[src/rtl/cpu_page_pkg.sv]
package cpu_page_pkg;
  localparam int DATA_W = 8;
  localparam int LOW_W  = 7;
  localparam int PAGE_W = 5;
  localparam int SEL_W  = 3;
  localparam int ADDR_W = PAGE_W + LOW_W;
  localparam int N_MEM  = 6;
  localparam int IDX_W  = $clog2(N_MEM);

  typedef enum logic [SEL_W-1:0] {
    SEL_RX_CLO = 3'b000, SEL_RX_CHI = 3'b001, SEL_RX_DAT = 3'b010, SEL_RX_BLK = 3'b011,
    SEL_TX_CLO = 3'b100, SEL_TX_CHI = 3'b101, SEL_TX_DAT = 3'b110, SEL_TX_BLK = 3'b111
  } mem_sel_e;

  typedef enum logic [1:0] {
    RATE_FULL = 2'd0, RATE_MID = 2'd1, RATE_LOW = 2'd2, RATE_ALT = 2'd3
  } rate_e;
endpackage

[src/rtl/cpu_page_reg.sv]
module cpu_page_reg
  import cpu_page_pkg::*;
(
  input  logic              clk_i,
  input  logic              rst_ni,
  input  logic              wr_en_i,
  input  logic [DATA_W-1:0] wdata_i,
  output logic [DATA_W-1:0] byte_o,
  output mem_sel_e          sel_o,
  output logic [PAGE_W-1:0] page_o
);
  logic [DATA_W-1:0] q;

  always_ff @(posedge clk_i or negedge rst_ni) begin
    if (!rst_ni)      q <= '0;
    else if (wr_en_i) q <= wdata_i;
  end

  assign byte_o = q;
  // interleaved field layout decoded by software
  assign sel_o  = mem_sel_e'({q[2], q[7], q[6]});
  assign page_o = {q[5], q[4], q[1], q[3], q[0]};

  a_r2_reg_load: assert property (@(posedge clk_i) disable iff (!rst_ni)
    wr_en_i |=> byte_o == $past(wdata_i));
  a_r2_reg_hold: assert property (@(posedge clk_i) disable iff (!rst_ni)
    !wr_en_i |=> $stable(byte_o));
endmodule

[src/rtl/cpu_page_addr.sv]
module cpu_page_addr
  import cpu_page_pkg::*;
(
  input  logic [PAGE_W-1:0] page_i,
  input  logic [LOW_W-1:0]  low_i,
  input  rate_e             rate_i,
  output logic [ADDR_W-1:0] addr_o
);
  logic [1:0]        drop;
  logic [ADDR_W-1:0] mask;

  always_comb begin
    unique case (rate_i)
      RATE_MID: drop = 2'd1;
      RATE_LOW: drop = 2'd2;
      default:  drop = 2'd0;
    endcase
  end

  assign mask   = {ADDR_W{1'b1}} >> drop;
  assign addr_o = {page_i, low_i} & mask;
endmodule

[src/rtl/cpu_page_route.sv]
module cpu_page_route
  import cpu_page_pkg::*;
(
  input  logic                    cs_i,
  input  logic                    wr_i,
  input  logic                    win_i,
  input  logic                    ctrl_hit_i,
  input  logic [DATA_W-1:0]       ctrl_byte_i,
  input  mem_sel_e                sel_i,
  input  logic [N_MEM*DATA_W-1:0] mem_rdata_i,
  output logic [N_MEM-1:0]        re_o,
  output logic [N_MEM-1:0]        we_o,
  output logic                    blk_o,
  output logic                    blk_wr_o,
  output logic [DATA_W-1:0]       rdata_o
);
  logic [IDX_W-1:0] idx;
  logic [N_MEM-1:0] hit;
  logic             win_acc;

  assign blk_o   = (sel_i[1:0] == 2'b11);
  assign idx     = IDX_W'(sel_i[2] ? 3 : 0) + IDX_W'(sel_i[1:0]);
  assign win_acc = cs_i & win_i & ~blk_o;

  for (genvar g = 0; g < N_MEM; g++) begin : g_hit
    assign hit[g] = (idx == IDX_W'(g));
  end

  assign re_o     = (win_acc & ~wr_i) ? hit : '0;
  assign we_o     = (win_acc &  wr_i) ? hit : '0;
  assign blk_wr_o = cs_i & win_i & wr_i & blk_o;

  always_comb begin
    rdata_o = '0;
    if (cs_i && !wr_i) begin
      if (win_i) begin
        if (!blk_o) rdata_o = mem_rdata_i[idx*DATA_W +: DATA_W];
      end else if (ctrl_hit_i) begin
        rdata_o = ctrl_byte_i;
      end
    end
  end
endmodule

[src/rtl/cpu_page_decoder.sv]
module cpu_page_decoder
  import cpu_page_pkg::*;
(
  input  logic        clk_i,
  input  logic        rst_ni,
  input  logic        cpu_cs_i,
  input  logic        cpu_wr_i,
  input  logic [7:0]  cpu_addr_i,
  input  logic [7:0]  cpu_wdata_i,
  output logic [7:0]  cpu_rdata_o,
  input  logic [1:0]  rate_mode_i,
  output logic [11:0] mem_raddr_o,
  output logic [5:0]  mem_re_o,
  input  logic [47:0] mem_rdata_i,
  output logic [11:0] mem_waddr_o,
  output logic [7:0]  mem_wdata_o,
  output logic [5:0]  mem_we_o,
  output logic        blk_prog_o,
  output logic        blk_tx_o,
  output logic        blk_wr_o
);
  logic              win, ctrl_hit, reg_we;
  logic [DATA_W-1:0] reg_byte;
  mem_sel_e          sel;
  logic [PAGE_W-1:0] page;
  logic [ADDR_W-1:0] addr;
  logic [N_MEM-1:0]  we_d;
  logic              blk_wr_d;

  assign win      = cpu_addr_i[DATA_W-1];
  assign ctrl_hit = (cpu_addr_i[LOW_W-1:0] == '0);
  assign reg_we   = cpu_cs_i & cpu_wr_i & ~win & ctrl_hit;

  cpu_page_reg u_reg (
    .clk_i, .rst_ni, .wr_en_i(reg_we), .wdata_i(cpu_wdata_i),
    .byte_o(reg_byte), .sel_o(sel), .page_o(page)
  );

  cpu_page_addr u_addr (
    .page_i(page), .low_i(cpu_addr_i[LOW_W-1:0]), .rate_i(rate_e'(rate_mode_i)), .addr_o(addr)
  );

  cpu_page_route u_route (
    .cs_i(cpu_cs_i), .wr_i(cpu_wr_i), .win_i(win), .ctrl_hit_i(ctrl_hit),
    .ctrl_byte_i(reg_byte), .sel_i(sel), .mem_rdata_i,
    .re_o(mem_re_o), .we_o(we_d), .blk_o(blk_prog_o), .blk_wr_o(blk_wr_d),
    .rdata_o(cpu_rdata_o)
  );

  assign blk_tx_o    = sel[2];
  assign mem_raddr_o = addr;

  always_ff @(posedge clk_i or negedge rst_ni) begin
    if (!rst_ni) begin
      mem_we_o    <= '0;
      blk_wr_o    <= 1'b0;
      mem_waddr_o <= '0;
      mem_wdata_o <= '0;
    end else begin
      mem_we_o <= we_d;
      blk_wr_o <= blk_wr_d;
      if (cpu_cs_i && cpu_wr_i && win) begin
        mem_waddr_o <= addr;
        mem_wdata_o <= cpu_wdata_i;
      end
    end
  end

  a_r6_we_onehot: assert property (@(posedge clk_i) disable iff (!rst_ni)
    $onehot0(mem_we_o));
  a_r6_we_follows: assert property (@(posedge clk_i) disable iff (!rst_ni)
    (cpu_cs_i && cpu_wr_i && win && !blk_prog_o) |=> $countones(mem_we_o) == 1);
  a_r7_blk_no_we: assert property (@(posedge clk_i) disable iff (!rst_ni)
    blk_wr_o |-> mem_we_o == '0);
  a_r7_blk_no_re: assert property (@(posedge clk_i) disable iff (!rst_ni)
    blk_prog_o |-> mem_re_o == '0);
  a_r8_low_range: assert property (@(posedge clk_i) disable iff (!rst_ni)
    (rate_mode_i == 2'd2) |-> mem_raddr_o[11:10] == 2'b00);
  a_r9_ctrl_quiet: assert property (@(posedge clk_i) disable iff (!rst_ni)
    (cpu_cs_i && !win) |=> mem_we_o == '0 && !blk_wr_o);
endmodule

[config.mk]
export PLATFORM = sky130hd
export DESIGN_NAME = cpu_page_decoder
export DESIGN_NICKNAME = d
export VERILOG_FILES = /design/src/rtl/cpu_page_pkg.sv /design/src/rtl/cpu_page_reg.sv /design/src/rtl/cpu_page_addr.sv /design/src/rtl/cpu_page_route.sv /design/src/rtl/cpu_page_decoder.sv
export SDC_FILE = /design/constraint.sdc
export NUM_CORES = 1
export LEC_CHECK = 0
export CORE_MARGIN = 2
export CORE_UTILIZATION = 37
export DETAILED_ROUTE_END_ITERATION = 6
export PLACE_DENSITY = 0.88
export SYNTH_ARGS = -nofsm -noshare
export SYNTH_HDL_FRONTEND = slang
export SYNTH_SLANG_ARGS = --single-unit
[constraint.sdc]
create_clock -name clk_i -period 3 [get_ports clk_i]
set_input_delay 0.6 -clock clk_i [delete_from_list [all_inputs] [get_ports clk_i]]
set_output_delay 0.6 -clock clk_i [all_outputs]
set_load 0.01 [all_outputs]
==> results by group, run 1 <==
Layout
  • Post-layout nets: 371
  • Final Instance Area: 3510 µm²
  • Most common library cell in the layout ignoring fill and taps: clkdlybuf4s50_1
  • Most frequent cells in the layout: 107 x clkdlybuf4s50_1, 35 x dfrtp_1, 25 x mux2_2, 20 x buf_4, 12 x nand2_1
  • Area of the multi-input gates: about 1100 µm²
  • Layout Cells excl Fill: approximately 370
  • Syn-to-layout area delta: 73.4%
  • # diodes: 0
  • Layout cells sized above 1: 28.9%
  • Fillers: 437
  • Register area: 876 µm²

Route
  • # DRC: 0
  • DR vias: around 1.9k
  • First DRT Iteration DRCs: 32
  • Total Wirelength: 6260 µm
  • Final antenna-violating net count: 0
  • Wire per inst: around 17 µm
  • Vias/cell: ~5
  • Drt first pass iters: 4

Yosys
  • Yosys cell types: 34
  • Largest family of logic cells by synthesized area: multiplexers
  • Mean post-synth cell area: around 13 µm²
  • EDFF count, synth: 0
  • Synth Net Count: around 240
  • Register area share after synthesis: between 40% and 50%
  • Syn Std Cell Area: about 2000 µm²
  • YS warnings: 0
  • Main synth FF type: dfrtp_1
  • Post-synthesis compound-gate area fraction: under 10%
  • Adder and majority gate portion of the synthesized area: under 10%
  • FF+latch count, synth: 35
  • Post-Synthesis Cells: 162
  • Synth Area in XOR/XNOR: 0%
  • Post-Synth Simple-Gate Area: 14.8%
  • Synth async-reset ratio: between 90% and 100%
  • Multiplexer share of the synthesized area: between 20% and 30%

Place
  • Port-buffer cells: between 100 and 150
  • Final HPWL DP: 4880 µm
  • Routability cong.: roughly 0.77
  • Area after DPL: between 3000 and 4000 µm²
  • Placed cells: approximately 360

GRT
  • GRT Residual Overflow: 0
  • Initial antenna violation count: 0
  • First-pass GRT wire length: 9740 µm
  • Largest net degree at the start of global routing: 36
  • Vias in the first global route: around 2.0k
  • Gr usage total: a little over a fifth

Floorplan
  • Ports: approximately 130
  • CORE AREA: 5200 µm²
  • Die W: between 70 and 80 µm
  • DIE HEIGHT: 78.0 µm
  • Die Area: slightly above 6000 µm²
  • Initial core utilization: ~40%
  • Num rows: 26

Run
  • Max Cap Viol: 0

Setup path
  • Worst setup EP type: output pin
  • Critical-path maximum fanout: 6
  • Critical Path RT: 2.40 ns
  • Setup CP Type: register to output pin
  • Critical Path Start Type: register
  • CP arrival: 2.46 ns

STA
  • Final hold viol count: 0
  • Tcrit/Tclk final: 102%
  • Final setup viols: 1
  • Relative slew slack: about 49%
  • Pins over their slew limit: 0
  • Setup WS post-layout: -0.0597 ns
  • Clock skew: approximately 0.0014 ns
  • RSZ-0062 raised after global routing: true
  • Final setup TNS: -0.0597 ns
  • Hold WS: 0.391 ns
  • FMAX: roughly 330 MHz
  • Actual slew at the worst max-slew pin: roughly 0.76 ns
  • Period minus WS final: 3.06 ns

CTS
  • CTS Sinks: 35
  • CTS Buffer Depth: 2
  • H-tree level count: 2
  • Num CTS Buffers: 5
  • Clock slew seen by the registers of the worst setup and hold paths: approximately 0.070 ns
  • Root Buffer: clkbuf_8
  • CTS tree: built
  • Clk Latency, worst-skew pair: ~0.28 ns
  • # hold bufs at CTS: 0

Power
  • Pwr Density: 352 nW/µm²
  • PnR Total Power: around 1.2 mW
  • Peak supply drop: roughly 0.00021 V
  • Static leakage: between 1.5 and 2 nW

Run status
  • Failing checks: negative setup slack
  • Status: finished, violations left

Min path
  • HP Class: input pin to async pin
-- registers in the layout (all words and copies together), names as in the netlist --
name          cells
mem_waddr_o      12
mem_wdata_o       8
u_reg.byte_o      8
mem_we_o          6
blk_wr_o          1
-- through the flow --
stage,setup slack (ns),util (%)
5_1_grt,-0.130,67.5
6_report,-0.0597,67.5
2_1_floorplan,0.388,-
3_5_place_dp,-0.166,64.7
4_1_cts,-0.0666,66.3
3_3_place_gp,-0.147,64.7
-- power by group --
| group | leakage [nW] | internal (mW) | switching (mW) | total (mW) |
|---|---|---|---|---|
| Combinational | 1.08 | 0.242 | 0.132 | 0.373 |
| Sequential | 0.455 | 0.516 | 0.0228 | 0.539 |
| Clock | 0.0422 | 0.163 | 0.162 | 0.325 |
| Total | 1.58 | 0.920 | 0.316 | 1.24 |
-- critical path, stage by stage, from the launching register on --
cell and delay (ns):
dfrtp_1 0.37, ha_2 0.18, inv_2 0.03, fa_2 0.55, buf_6 0.14, mux4_1 0.31, a221o_1 0.30, dlygate4sd2_1 0.29
-- kinds of logic after synthesis --
group,after synthesis
AND/OR/NAND/NOR,48
adder cells (fa/ha/maj),4
flip-flops,35
buffers and inverters,24
AO/OA/AOI/OAI,10
multiplexers,41
-- layer usage --
layer / up-vias / part of all wire, % / track usage, %
li1: 865 / - / -
met1: 902 / 38 / 23.9
met2: 104 / 51 / 35.1
met3: 11 / 9.4 / 8.37
met4: 0 / 2.2 / 8.42
met5: - / 0 / 0
-- final timing paths --
path                                      start         endpoint  slack [ns]  cells past startpoint
worst max-delay path            u_reg.byte_o[2]   cpu_rdata_o[0]       -0.06                      7
worst min-delay path                     rst_ni      mem_we_o[2]        0.39                      1
worst min register to register   mem_waddr_o[9]   mem_waddr_o[9]        0.48                      2
max in group asynchronous                rst_ni  u_reg.byte_o[7]        2.12                      1
min in group clk_i               mem_waddr_o[9]   mem_waddr_o[9]        0.48                      2
worst max register to register  u_reg.byte_o[2]      mem_we_o[5]        1.24                      6
-- cells in the mapped netlist, drive strengths merged, types with 2 or more instances --
cell / number / area [µm²]
and3: 2 / 18.8
nand3: 3 / 20.0
nor2: 7 / 26.3
buf: 17 / 123
nand2: 12 / 45.0
mux2i: 8 / 80.1
inv: 6 / 22.5
nor4: 11 / 90.1
nand2b: 3 / 18.8
nor3: 4 / 20.0
mux4: 8 / 188
a221o: 7 / 70.1
mux2: 25 / 282
ha: 3 / 37.5
dfrtp: 35 / 876
-- cell type report --
type | count | share of cell area (%)
Sequential cell | 35 | 24.9
Clock buffer | 7 | 2.17
Clock inverter | 1 | 0.142
Tap cell | 70 | 2.49
Timing Repair Buffer | 146 | 39.4
Inverter | 6 | 0.641
Multi-Input combinational cell | 103 | 30.2
-- what timing repair did --
| item | CTS | global route |
|---|---|---|
| endpoints found under the hold margin | 0 | 0 |
| endpoints found under the setup margin | 10 | 14 |
| resized for setup | 26 | 22 |
| pin swaps | 0 | 2 |
| buffers inserted | 1 | 2 |
No activity file was read; power rests on OpenSTA's default activity.
==> run 2, diff against run 1 <==
Settings changed: PLACE_DENSITY 0.88 to 0.77.
==> results by group, run 2 (synthesized netlist as in run 1, its figures left out) <==
Run status
  • Status: finished clean

Layout
  • Layout Cells excl Fill: 369 (+0.27%)
  • Largest register FFs: 12 (unchanged)
  • Layout cells sized above 1: 28.8% (-0.097 points)
  • Most common library cell in the layout ignoring fill and taps: clkdlybuf4s50_1
  • # diodes: 0 (unchanged)
  • Fillers: 420 (-3.9%)
  • Syn-to-layout area delta: 72.1%
  • Post-layout nets: 374 (+0.81%)
  • Reg with most FFs: mem_waddr_o
  • Most frequent cells in the layout: 108 x clkdlybuf4s50_1, 35 x dfrtp_1, 25 x mux2_2, 24 x buf_4, 12 x nand2_1
  • Final core area utilization: 67.0% (-0.50 points)

Place
  • Final HPWL DP: 4670 µm (-4.2%)
  • Placed cells: 363 (+1.7%)
  • Port-buffer cells: 124 (unchanged)
  • Routability cong.: 0.761 (-0.82%)

Power
  • Pint: 0.913 mW (-0.74%)
  • Sequential power share: 44.5% (+0.9 points)
  • Switching share of power: 24.5% (-1.1 points)
  • Static leakage: 1.49 nW (-5.5%)
  • Peak supply drop: 0.000226 V (+7.6%)
  • Clk network pwr share: 25.0% (-1.3 points)
  • PnR Total Power: 1.21 mW (-2.1%)
  • Pwr Density: 347 nW/µm² (-1.4%)
  • Net Sw Power: 0.297 mW (-6.2%)
  • Logic gate share of total power: 30.6% (+0.4 points)

STA
  • Actual slew at the worst max-slew pin: 0.768 ns (+0.00398 ns)
  • FMAX: 337 MHz (+3.2%)
  • Tcrit/Tclk final: 98.8% (-3.2 points)
  • Pins over their slew limit: 0 (unchanged)
  • RSZ-0062 raised after global routing: true
  • Relative slew slack: 48.8% (-0.27 points)
  • Period minus WS final: 2.96 ns (-0.0953 ns)
  • Final setup TNS: 0 ns (+0.0597 ns)
  • Hold WS: 0.396 ns (+0.00508 ns)
  • Final setup viols: 0 (-1)
  • Final hold viol count: 0 (unchanged)
  • Clock skew: 0.00600 ns (+0.00464 ns)

CTS
  • Clock slew seen by the registers of the worst setup and hold paths: 0.06 ns (about the same)
  • CTS tree: built
  • CTS Sinks: 35 (unchanged)
  • H-tree level count: 2 (unchanged)
  • Num CTS Buffers: 5 (unchanged)
  • CTS Buffer Depth: 2 (unchanged)
  • Root Buffer: clkbuf_8
  • Post-CTS Setup Inserts: 0 (-1)
  • # hold bufs at CTS: 0 (unchanged)
  • Clk Latency, worst-skew pair: 0.28 ns (about the same)

Route
  • Wire per inst: 15.6 µm (-8.0%)
  • # DRC: 0 (unchanged)
  • Final antenna-violating net count: 0 (unchanged)
  • Drt first pass iters: 4 (unchanged)
  • Vias/cell: 4.92 (-3.9%)
  • DR vias: 1814 (-3.6%)
  • First DRT Iteration DRCs: 58 (+81%)
  • Total Wirelength: 5770 µm (-7.7%)

GRT
  • Met2 Track Usage GR: 35.9% (+0.86 points)
  • M3 GR Usage: 5.23% (-3.1 points)
  • Vias in the first global route: 1953 (-1.3%)
  • Initial antenna violation count: 0 (unchanged)
  • GRT Residual Overflow: 0 (unchanged)
  • Gr usage total: 20.0% (-0.92 points)
  • Largest net degree at the start of global routing: 36 (unchanged)
  • Met1 GRT Util: 24.0% (+0.10 points)
  • Grt peak-use layer: met2
  • First-pass GRT wire length: 9490 µm (-2.5%)

Setup path
  • Crit-path slowest cell: fa_1
  • Worst setup EP type: output pin
  • CP arrival: 2.36 ns (-0.10 ns)
  • Crit path from: u_reg.byte_o[2]
  • Max incr delay on CP: 0.50 ns (-0.05 ns)
  • Critical Path Start Type: register
  • RR Startpoint: u_reg.byte_o[2]
  • Critical-path maximum fanout: 8 (+2)
  • R2r worst-path depth: 7 (+1)
  • Critical-path cell list: ha_4 -> inv_2 -> fa_1 -> buf_6 -> mux4_2 -> a221o_1 -> buf_2
  • R2r setup slk: 1.13 ns (-0.11 ns)
  • Critical Path RT: 2.40 ns (about the same)
  • Setup CP Type: register to output pin
  • Capture point of the critical path: cpu_rdata_o[0]
  • Worst R2R End: mem_we_o[5]

Floorplan
  • CORE AREA: 5200 µm² (unchanged)
  • DIE HEIGHT: 78.0 µm (unchanged)
  • Initial core utilization: 38.9% (unchanged)
  • Num rows: 26 (unchanged)
  • Die W: 78.0 µm (unchanged)
  • Die Area: 6080 µm² (unchanged)
  • Ports: 125 (unchanged)

Run
  • Max Cap Viol: 0 (unchanged)

Min path
  • HP Class: input pin to async pin
run 2: power groups by stage:
stage | clock network, mW | registers [mW] | logic, mW
floorplan | 0 | 0.566 | 0.115
global placement | 0 | 0.544 | 0.368
detailed placement | 0 | 0.546 | 0.373
CTS | 0.313 | 0.538 | 0.375
global route | 0.334 | 0.544 | 0.397
finish | 0.302 | 0.538 | 0.370
run 2: metrics by stage:
| stage | area [µm²] | setup slack [ns] |
|---|---|---|
| final | 3490 | 0.0356 |
| after floorplan | 2030 | 0.388 |
| after global placement | 3410 | -0.117 |
| after detailed placement | 3410 | -0.157 |
| after CTS | 3500 | 0.00333 |
| after global routing | 3490 | -0.0569 |
run 2: worst min path at each step:
stage,end,slack [ns]
after floorplan,blk_wr_o,0.30
after global placement,mem_waddr_o[10],0.46
after detailed placement,mem_waddr_o[11],0.46
after CTS,u_reg.byte_o[2],0.43
after global routing,mem_waddr_o[4],0.45
final,u_reg.byte_o[3],0.40
run 2: layer usage:
metal | vias to the layer above | part of all wire (%) | routed length [µm]
met5 | - | 0 | 0
met4 | 0 | 1.2 | 72
met3 | 8 | 5.6 | 321
met2 | 73 | 52 | 2980
met1 | 855 | 42 | 2400
li1 | 878 | - | -
run 2: final cells by class:
type / count / area (µm²) / share of cell area [%]
tap: 70 / 87.6 / 2.51
inverter: 6 / 22.5 / 0.646
clock buffer: 6 / 72.6 / 2.08
timing repair buffer: 149 / 1380 / 39.7
multi-input combinational: 103 / 1040 / 30.0
sequential: 35 / 876 / 25.1
run 2: worst max-delay path, delay by kind of cell (launching register included):
kind / cells / cell delay [ns]
AOI/OAI and AO/OA: 1 / 0.35
adders and majority gates: 2 / 0.65
buffers and inverters: 3 / 0.33
DFF: 1 / 0.42
muxes: 1 / 0.34
run 2: timing repair:
item | in CTS | in global routing
resized for setup | 40 | 7
setup endpoints to repair | 14 | 8
pin swaps | 0 | 3
==> run 3, diff against run 2 <==
Settings changed: PLACE_DENSITY 0.77 to not set, PLACE_DENSITY_LB_ADDON set to 0.12, SLEW_MARGIN set to 15.
==> results by group, run 3 (synthesized netlist as in run 1, its figures left out) <==
Layout
  • Layout cells sized above 1: 30.8% (+2.1 points)
  • # diodes: 0 (unchanged)
  • Reg with most FFs: mem_waddr_o
  • Post-layout nets: 379 (+1.3%)
  • Most frequent cells in the layout: 108 x clkdlybuf4s50_1, 35 x dfrtp_1, 25 x mux2_2, 24 x buf_4, 12 x nand2_1
  • Area of the multi-input gates: 1070 µm² (+2.2%)
  • Fillers: 424 (+0.95%)
  • Syn-to-layout area delta: 77.3%
  • Layout Cells excl Fill: 375 (+1.6%)
  • Largest register FFs: 12 (unchanged)
  • Most common library cell in the layout ignoring fill and taps: clkdlybuf4s50_1
  • Register area: 876 µm² (unchanged)

STA
  • FMAX: 332 MHz (-1.5%)
  • RSZ-0062 raised after global routing: true
  • Hold WS: 0.391 ns (-0.00495 ns)
  • Period minus WS final: 3.01 ns (+0.0448 ns)
  • Setup WS post-layout: -0.00920 ns (-0.0448 ns)
  • Actual slew at the worst max-slew pin: 0.772 ns (+0.00430 ns)
  • Final setup viols: 1 (+1)
  • Clock skew: 0.00389 ns (-0.00211 ns)
  • Pins over their slew limit: 0 (unchanged)
  • Tcrit/Tclk final: 100% (+1.5 points)
  • Relative slew slack: 48.5% (-0.29 points)
  • Final hold viol count: 0 (unchanged)

Place
  • Routability cong.: 0.761 (about the same)
  • Final HPWL DP: 4720 µm (+0.98%)
  • Placed cells: 364 (+0.28%)
  • Post-place setup slack: -0.160 ns (-0.00331 ns)
  • Port-buffer cells: 124 (unchanged)

Power
  • PnR Total Power: 1.25 mW (+3.3%)
  • Sequential power share: 43.1% (-1.4 points)
  • Logic gate share of total power: 30.2% (-0.4 points)
  • Peak supply drop: 0.000293 V (+29%)
  • Switching share of power: 24.7% (+0.15 points)
  • Clk network pwr share: 26.7% (+1.7 points)
  • Net Sw Power: 0.308 mW (+3.9%)
  • Pwr Density: 348 nW/µm² (+0.26%)
  • Static leakage: 1.57 nW (+5.2%)
  • Pint: 0.941 mW (+3.1%)

Setup path
  • Worst setup EP type: output pin
  • Critical Path Start Type: register
  • Critical-path maximum fanout: 3 (-5)
  • Setup CP Type: register to output pin
  • Critical Path RT: 2.40 ns (about the same)
  • CP arrival: 2.41 ns (+0.05 ns)

GRT
  • GRT Residual Overflow: 0 (unchanged)
  • Gr usage total: 20.0% (-0.054 points)
  • Vias in the first global route: 1927 (-1.3%)
  • First-pass GRT wire length: 9340 µm (-1.5%)
  • Initial antenna violation count: 0 (unchanged)
  • Largest net degree at the start of global routing: 36 (unchanged)

Run status
  • Failing checks: negative setup slack
  • Status: finished, violations left

Route
  • Vias/cell: 4.90 (-0.41%)
  • First DRT Iteration DRCs: 47 (-19%)
  • DR vias: 1836 (+1.2%)
  • # DRC: 0 (unchanged)
  • Total Wirelength: 5960 µm (+3.2%)
  • Drt first pass iters: 4 (unchanged)
  • Final antenna-violating net count: 0 (unchanged)
  • Wire per inst: 15.9 µm (+1.5%)

Floorplan
  • Ports: 125 (unchanged)
  • Initial core utilization: 38.9% (unchanged)
  • Die W: 78.0 µm (unchanged)
  • Num rows: 26 (unchanged)
  • CORE AREA: 5200 µm² (unchanged)
  • Die Area: 6080 µm² (unchanged)
  • DIE HEIGHT: 78.0 µm (unchanged)

Min path
  • HP Class: input pin to async pin

CTS
  • Num CTS Buffers: 5 (unchanged)
  • Root Buffer: clkbuf_8
  • CTS Buffer Depth: 2 (unchanged)
  • # hold bufs at CTS: 0 (unchanged)
  • CTS tree: built
  • Clock slew seen by the registers of the worst setup and hold paths: 0.07 ns (about the same)
  • H-tree level count: 2 (unchanged)
  • CTS Sinks: 35 (unchanged)
  • Clk Latency, worst-skew pair: 0.28 ns (about the same)

Run
  • Max Cap Viol: 0 (unchanged)
-- run 3: cell types whose count changed in the layout (fill, tap and decap cells not counted), moves of 2 or more --
cell,change
buf_6,+4
buf_2,+2
nor4_4,+3
dlygate4sd2_1,-2
nor4_2,-3
dlymetal6s2s_1,+2
-- run 3: repair_timing --
action / in CTS / in global routing
pin swaps: 2 / 4
setup endpoints to repair: 12 / 10
setup buffers: 2 / 2
gates resized for setup: 40 / 15
gates cloned: 0 / 0
-- run 3: final timing paths --
kind / to / startpoint / slack (ns) / depth (start not counted)
max reg2reg: mem_we_o[5] / u_reg.byte_o[2] / 1.16 / 7
max in group asynchronous: mem_wdata_o[5] / rst_ni / 2.11 / 1
max: cpu_rdata_o[0] / u_reg.byte_o[2] / -0.009 / 8
min in group clk_i: mem_waddr_o[11] / mem_waddr_o[11] / 0.48 / 2
min: mem_we_o[1] / rst_ni / 0.39 / 1
min reg2reg: mem_waddr_o[11] / mem_waddr_o[11] / 0.48 / 2
-- run 3: worst max-delay path, stage by stage (launching register included) --
cell and delay (ns):
dfrtp_1 0.39, ha_2 0.19, inv_2 0.03, fa_2 0.56, buf_6 0.12, buf_6 0.10
mux4_2 0.29, a221o_1 0.32, buf_2 0.14
-- run 3: per-stage QoR --
step	setup TNS [ns]	utilization, %	instance area [µm²]
6_report	-0.00920	69.0	3590
5_1_grt	-0.218	69.0	3590
4_1_cts	-0.169	68.0	3540
3_5_place_dp	-1.08	65.9	3430
3_3_place_gp	-0.973	65.9	3430
2_1_floorplan	0	-	2030
-- run 3: cell type report --
| class | instances | area share (%) |
|---|---|---|
| Clock buffer | 6 | 2.30 |
| Clock inverter | 1 | 0.139 |
| Inverter | 6 | 0.627 |
| Multi-Input combinational cell | 103 | 29.7 |
| Sequential cell | 35 | 24.4 |
| Tap cell | 70 | 2.44 |
| Timing Repair Buffer | 154 | 40.4 |
-- run 3: power groups by stage --
stage	Sequential (mW)	Clock, mW	Combinational (mW)
finish	0.538	0.334	0.378
global route	0.542	0.364	0.403
CTS	0.538	0.345	0.377
detailed placement	0.547	0	0.374
global placement	0.544	0	0.371
floorplan	0.566	0	0.115
-- run 3: layer usage --
layer / global-route usage (%) / up-vias / share of wire, %
li1: - / 884 / -
met1: 25.7 / 877 / 44
met4: 4.91 / 0 / 0.62
met2: 33.2 / 71 / 49
met5: 0 / - / 0
met3: 5.81 / 4 / 6.8
